### config.mk
export PLATFORM = sky130hd
export DESIGN_NAME = irq_ack_ctrl
export DESIGN_NICKNAME = d
export VERILOG_FILES = /design/src/rtl/irq_ack_pkg.sv /design/src/rtl/irq_ack_sync.sv /design/src/rtl/irq_ack_prio.sv /design/src/rtl/irq_ack_owner.sv /design/src/rtl/irq_ack_ctrl.sv
export SDC_FILE = /design/constraint.sdc
export NUM_CORES = 1
export LEC_CHECK = 0
export BUFFER_PORTS_ARGS = -buffer_cell sky130_fd_sc_hd__buf_4
export CAP_MARGIN = 30
export CORE_AREA = 2 2 39 41
export CTS_BUF_LIST = sky130_fd_sc_hd__clkbuf_16
export CTS_CLUSTER_SIZE = 16
export DETAILED_ROUTE_END_ITERATION = 6
export DIE_AREA = 0 0 41 43
export REMOVE_ABC_BUFFERS = 1
export SLEW_MARGIN = 0
export SYNTH_ARGS = -nofsm -noshare
export SYNTH_HDL_FRONTEND = slang
export SYNTH_HIERARCHICAL = 1
export SYNTH_SLANG_ARGS = --single-unit
### constraint.sdc
create_clock -name clk_i -period 1.6 [get_ports clk_i]
set_input_delay 0.32 -clock clk_i [delete_from_list [all_inputs] [get_ports clk_i]]
set_output_delay 0.32 -clock clk_i [all_outputs]
set_load 0.02 [all_outputs]
### src/rtl/irq_ack_pkg.sv
package irq_ack_pkg;

   // Backplane inputs that cross into the block clock together
   typedef struct packed {
      logic init;
      logic rd;
      logic syn;
      logic ack;
   } bus_in_t;

   localparam int BUS_IN_W = $bits(bus_in_t);

endpackage

### src/rtl/irq_ack_sync.sv
module irq_ack_sync #(
   parameter int W      = 4,
   parameter int STAGES = 2
) (
   input  logic         clk_i,
   input  logic         rst_ni,
   input  logic [W-1:0] d_i,
   output logic [W-1:0] q_o
);

   if (STAGES == 0) begin : g_bypass
      logic unused_clk;
      assign unused_clk = clk_i ^ rst_ni;
      assign q_o = d_i;
   end else begin : g_chain
      logic [W-1:0] stg_q [STAGES];
      always_ff @(posedge clk_i or negedge rst_ni) begin
         if (!rst_ni) begin
            for (int k = 0; k < STAGES; k++) stg_q[k] <= '0;
         end else begin
            stg_q[0] <= d_i;
            for (int k = 1; k < STAGES; k++) stg_q[k] <= stg_q[k-1];
         end
      end
      assign q_o = stg_q[STAGES-1];
   end

endmodule

### src/rtl/irq_ack_prio.sv
module irq_ack_prio #(
   parameter int NUM_LEVELS = 4,
   parameter int LVL_W      = 2
) (
   input  logic [LVL_W-1:0]      lvl_i,
   input  logic [NUM_LEVELS-1:0] rx_irq_i,
   input  logic                  req_i,
   output logic                  higher_o,
   output logic [NUM_LEVELS-1:0] tx_irq_o
);

   logic [NUM_LEVELS-1:0] above_mask;

   for (genvar g = 0; g < NUM_LEVELS; g++) begin : g_lvl
      assign above_mask[g] = ({1'b0, lvl_i} < (LVL_W+1)'(g));
      assign tx_irq_o[g]   = req_i && (lvl_i == LVL_W'(g));
   end

   assign higher_o = |(rx_irq_i & above_mask);

endmodule

### src/rtl/irq_ack_owner.sv
module irq_ack_owner #(
   parameter bit QUALIFY_SYNC = 1'b0
) (
   input  logic clk_i,
   input  logic rst_ni,
   input  logic init_i,
   input  logic rd_i,
   input  logic syn_i,
   input  logic ack_i,
   input  logic dev_req_i,
   input  logic higher_i,
   output logic req_o,
   output logic mine_o,
   output logic serving_o
);

   logic rd_d_q;
   logic mine_q;
   logic req_q;
   logic pend_q;
   logic rd_rise;
   logic sample;
   logic serving;

   always_ff @(posedge clk_i or negedge rst_ni) begin
      if (!rst_ni) rd_d_q <= 1'b0;
      else         rd_d_q <= rd_i;
   end

   assign rd_rise = rd_i && !rd_d_q;

   if (QUALIFY_SYNC) begin : g_qual
      assign sample = rd_rise && !syn_i;
   end else begin : g_any
      logic unused_syn;
      assign unused_syn = syn_i;
      assign sample = rd_rise;
   end

   assign serving = mine_q && ack_i;

   always_ff @(posedge clk_i or negedge rst_ni) begin
      if (!rst_ni) begin
         mine_q <= 1'b0;
         req_q  <= 1'b0;
         pend_q <= 1'b0;
      end else if (init_i) begin
         mine_q <= 1'b0;
         req_q  <= 1'b0;
         pend_q <= 1'b0;
      end else begin
         if (sample) mine_q <= req_q && !higher_i;
         if (serving) begin
            req_q <= 1'b0;
            if (dev_req_i) pend_q <= 1'b1;
         end else begin
            if (dev_req_i || pend_q) req_q <= 1'b1;
            pend_q <= 1'b0;
         end
      end
   end

   assign req_o     = req_q && !serving;
   assign mine_o    = mine_q;
   assign serving_o = serving;

endmodule

### src/rtl/irq_ack_ctrl.sv
module irq_ack_ctrl
   import irq_ack_pkg::*;
#(
   parameter int NUM_LEVELS   = 4,
   parameter int SYNC_STAGES  = 2,
   parameter bit QUALIFY_SYNC = 1'b0,
   localparam int LVL_W       = (NUM_LEVELS > 1) ? $clog2(NUM_LEVELS) : 1
) (
   input  logic                  clk_i,
   input  logic                  rst_ni,
   input  logic                  irq_req_i,
   input  logic [LVL_W-1:0]      prio_lvl_i,
   input  logic [NUM_LEVELS-1:0] rx_irq_i,
   input  logic                  rx_rd_i,
   input  logic                  rx_sync_i,
   input  logic                  rx_ack_i,
   input  logic                  rx_init_i,
   output logic [NUM_LEVELS-1:0] tx_irq_o,
   output logic                  tx_ack_o,
   output logic                  tx_reply_o,
   output logic                  vec_sel_o
);

   if (NUM_LEVELS < 2 || (1 << LVL_W) != NUM_LEVELS) begin : g_bad_levels
      $error("NUM_LEVELS must be a power of two, at least 2");
   end
   if (SYNC_STAGES < 0 || SYNC_STAGES > 4) begin : g_bad_sync
      $error("SYNC_STAGES must lie in 0..4");
   end

   bus_in_t bus_raw;
   bus_in_t bus_s;
   logic    init_s, rd_s, sync_s, ack_s;
   logic    higher_w, req_w, mine_w, serving_w;

   assign bus_raw = '{init: rx_init_i, rd: rx_rd_i, syn: rx_sync_i, ack: rx_ack_i};

   irq_ack_sync #(
      .W      (BUS_IN_W),
      .STAGES (SYNC_STAGES)
   ) sync_i (
      .clk_i  (clk_i),
      .rst_ni (rst_ni),
      .d_i    (bus_raw),
      .q_o    (bus_s)
   );

   assign init_s = bus_s.init;
   assign rd_s   = bus_s.rd;
   assign sync_s = bus_s.syn;
   assign ack_s  = bus_s.ack;

   irq_ack_prio #(
      .NUM_LEVELS (NUM_LEVELS),
      .LVL_W      (LVL_W)
   ) prio_i (
      .lvl_i    (prio_lvl_i),
      .rx_irq_i (rx_irq_i),
      .req_i    (req_w),
      .higher_o (higher_w),
      .tx_irq_o (tx_irq_o)
   );

   irq_ack_owner #(
      .QUALIFY_SYNC (QUALIFY_SYNC)
   ) owner_i (
      .clk_i     (clk_i),
      .rst_ni    (rst_ni),
      .init_i    (init_s),
      .rd_i      (rd_s),
      .syn_i     (sync_s),
      .ack_i     (ack_s),
      .dev_req_i (irq_req_i),
      .higher_i  (higher_w),
      .req_o     (req_w),
      .mine_o    (mine_w),
      .serving_o (serving_w)
   );

   // Acknowledge is only gated by a flag settled long before it arrives
   assign tx_ack_o   = ack_s && !mine_w;
   assign tx_reply_o = serving_w;
   assign vec_sel_o  = serving_w;

endmodule

==> results_dict.tcl <==
set metrics [dict create \
    finClkSkew_ps 0.6246 \
    worst_slew_margin_rel_pct 87.98 \
    cts_inserted_buffers 3 \
    cts.root.buffer_cell "clkbuf_16" \
    grt_antenna_before_repair 0 \
    drt-vias-per-instance 4.478 \
    worst_hold_slack_ps 193.8 \
    initial_core_utilization_pct 29.29 \
    report.final.hold_viol_count 0 \
    setup.reg_to_reg.worst_slack_ps 480 \
    vias_in_the_first_global_route 297 \
    area_growth_pct 58.33 \
    worstSetupPathType "reg -> out" \
    vias 309 \
    drt_drc_violations_left 0 \
    maximum_number_of_pins_on_one_net_before_global_route_repair 11 \
    timing.final.max_slew_violations 0 \
    dieHeight_um 43 \
    filler_cell_count 124 \
    finalInstanceArea_um2 641.9 \
    global_route.usage.total_pct 9.417 \
    required_ps 1280 \
    finalWirelength_um 702 \
    power.ir.vdd_worst_uv 675.1 \
    chipWidth_um 41 \
    pin_count 20 \
    hold_path_class "in -> reg" \
    numPortBuffers 17 \
    floorplan.rows 14 \
    startpoint_type "register" \
    detailed_place.area_um2 538.0 \
    routedWlPerCell_um 10.17 \
    clkTransAtPathRegs_ps 40 \
    place_ws_ps 133.1 \
    drt_iter0_drc 0 \
    post_cts.repair.setup_buffers 0 \
    reg2reg_to "owner_i/mine_o" \
    cts_sinks 10 \
    clock_tree_from_tritoncts "built" \
    max-clock-path-buffers 2 \
    post_route_cells_drive_above_1_share_pct 56.60 \
    fmax_mhz 647.2 \
    cell_count_of_the_worst_hold_path 1 \
    core_um2 1384 \
    grt_setup_unrepaired "false" \
    h_tree_lvls 1 \
    path_max_fanout 4 \
    utilization_pct 46.38 \
    grt_pass1_wl_mm 1.069 \
    timing.rr.start "sync_i/q_o[2]" \
    timing.hold.worst.start "rx_init_i" \
    path_delay_family "simple AND/OR/NAND/NOR gates" \
    timing.critical_path.cells "and2_4 -> nor2b_4 -> nor3b_2 -> buf_4" \
    cp_data_arrival_time_ps 1230 \
    timing.critical_path.to_type "primary output" \
    power.density_cell_area_nw_per_um2 1199 \
    timing.critical_path.buf_inv 1 \
    dieArea_um2 1763 \
    crit_slowest_cell "dfrtp_1" \
    firstDrtPassIters 1 \
    tightest_slew_ps 178.9 \
    postSynthAreaPerCell_um2 12.28 \
    source_to_sink_clock_delay_at_the_later_pin_of_the_worst_skew_pair_ps 230 \
    layout_setup_ws_ps 54.95 \
    outcome "finished, final reports clean" \
    mapped_cells 33 \
    antenna_cells_inserted 0 \
    critical_path.max_stage_delay_ps 360 \
    final-setup-viol-count 0 \
    synth-warning-count 6 \
    timing.final.crit_share_pct 96.57 \
    hold_end "sync_i/g_chain.stg_q[7]" \
    placed_instances 64 \
    netlist_area_um2 405.4 \
    fin_nets 67 \
    grt-ovfl-total 0 \
    final_antenna_net_count 0 \
    timing.max_cap.violations 0 \
    finalWorstPathRequiredPeriod_ps 1545 \
    total_leakage_power_uw 0.0003201 \
    timing.reg2reg.worst_path_depth 3 \
    layout.cells.non_filler 69 \
    finalWeightedCongestion 0.6327 \
]
[sequential cells by signal (all words and copies together) (netlist names)]
| name | count |
|---|---|
| sync_i/g_chain.stg_q | 3 |
| sync_i/q_o | 3 |
| owner_i/mine_o | 1 |
| owner_i/pend_q | 1 |
| owner_i/rd_d_q | 1 |
| owner_i/req_q | 1 |
[where the power goes]
part	leakage [uW]	total [uW]	switching (uW)	internal (uW)
logic	0.000160	68.6	29.9	38.8
registers	0.000122	271	5.20	266
clock network	0.0000385	430	104	326
total	0.000320	770	139	631
[final cells by class]
class	count	area, um^2	area share (%)
clock buffers	3	75.07	11.70
clock inverters	1	3.754	0.5848
inverters	2	7.507	1.170
multi-input cells	17	132.6	20.66
flip-flops and latches	10	250.2	38.99
well taps	16	20.02	3.119
repair buffers	20	152.6	23.78
[per-stage QoR]
stage / total power (uW) / TNS, ps
detailed placement: 339.2 / 0
finish: 769.8 / 0
CTS: 780.6 / 0
global route: 798.3 / 0
global placement: 337.1 / 0
floorplan: 297.8 / -193.1
[repair_timing]
item                                   in CTS  in global routing
pin swaps                                   0                  0
setup endpoints to repair                   3                  4
endpoints found under the hold margin      10                  0
resized for setup                           2                  2
hold buffers                                1                  0
[how the worst max path moves through the flow]
stage                               from  cells past startpoint             end  slack, ps
final                     owner_i/mine_o                      4     tx_irq_o[0]         50
after global routing      owner_i/mine_o                      4     tx_irq_o[0]          2
after CTS                 owner_i/mine_o                      4     tx_irq_o[0]          3
after detailed placement  owner_i/mine_o                      4     tx_irq_o[0]        130
after global placement     prio_lvl_i[1]                      6  owner_i/mine_o        180
after floorplan           owner_i/mine_o                      3     tx_irq_o[0]       -190
[metal layers]
metal,track usage (%),routed length [um]
met4,8.000,0
met2,14.06,326
met5,0,0
met1,9.932,289
met3,3.141,86
[cells in the final DEF, fill, tap and decap left out, drive strengths merged]
master        n
a21oi         2
and2          1
and3          2
buf          19
clkbuf        3
clkinv        1
dfrtp        10
dlygate4sd3   1
inv           2
nor2          2
nor2b         2
nor3          2
nor3b         2
o21ai         2
o22ai         1
or4b          1
No activity file was read; power rests on OpenSTA's default activity.
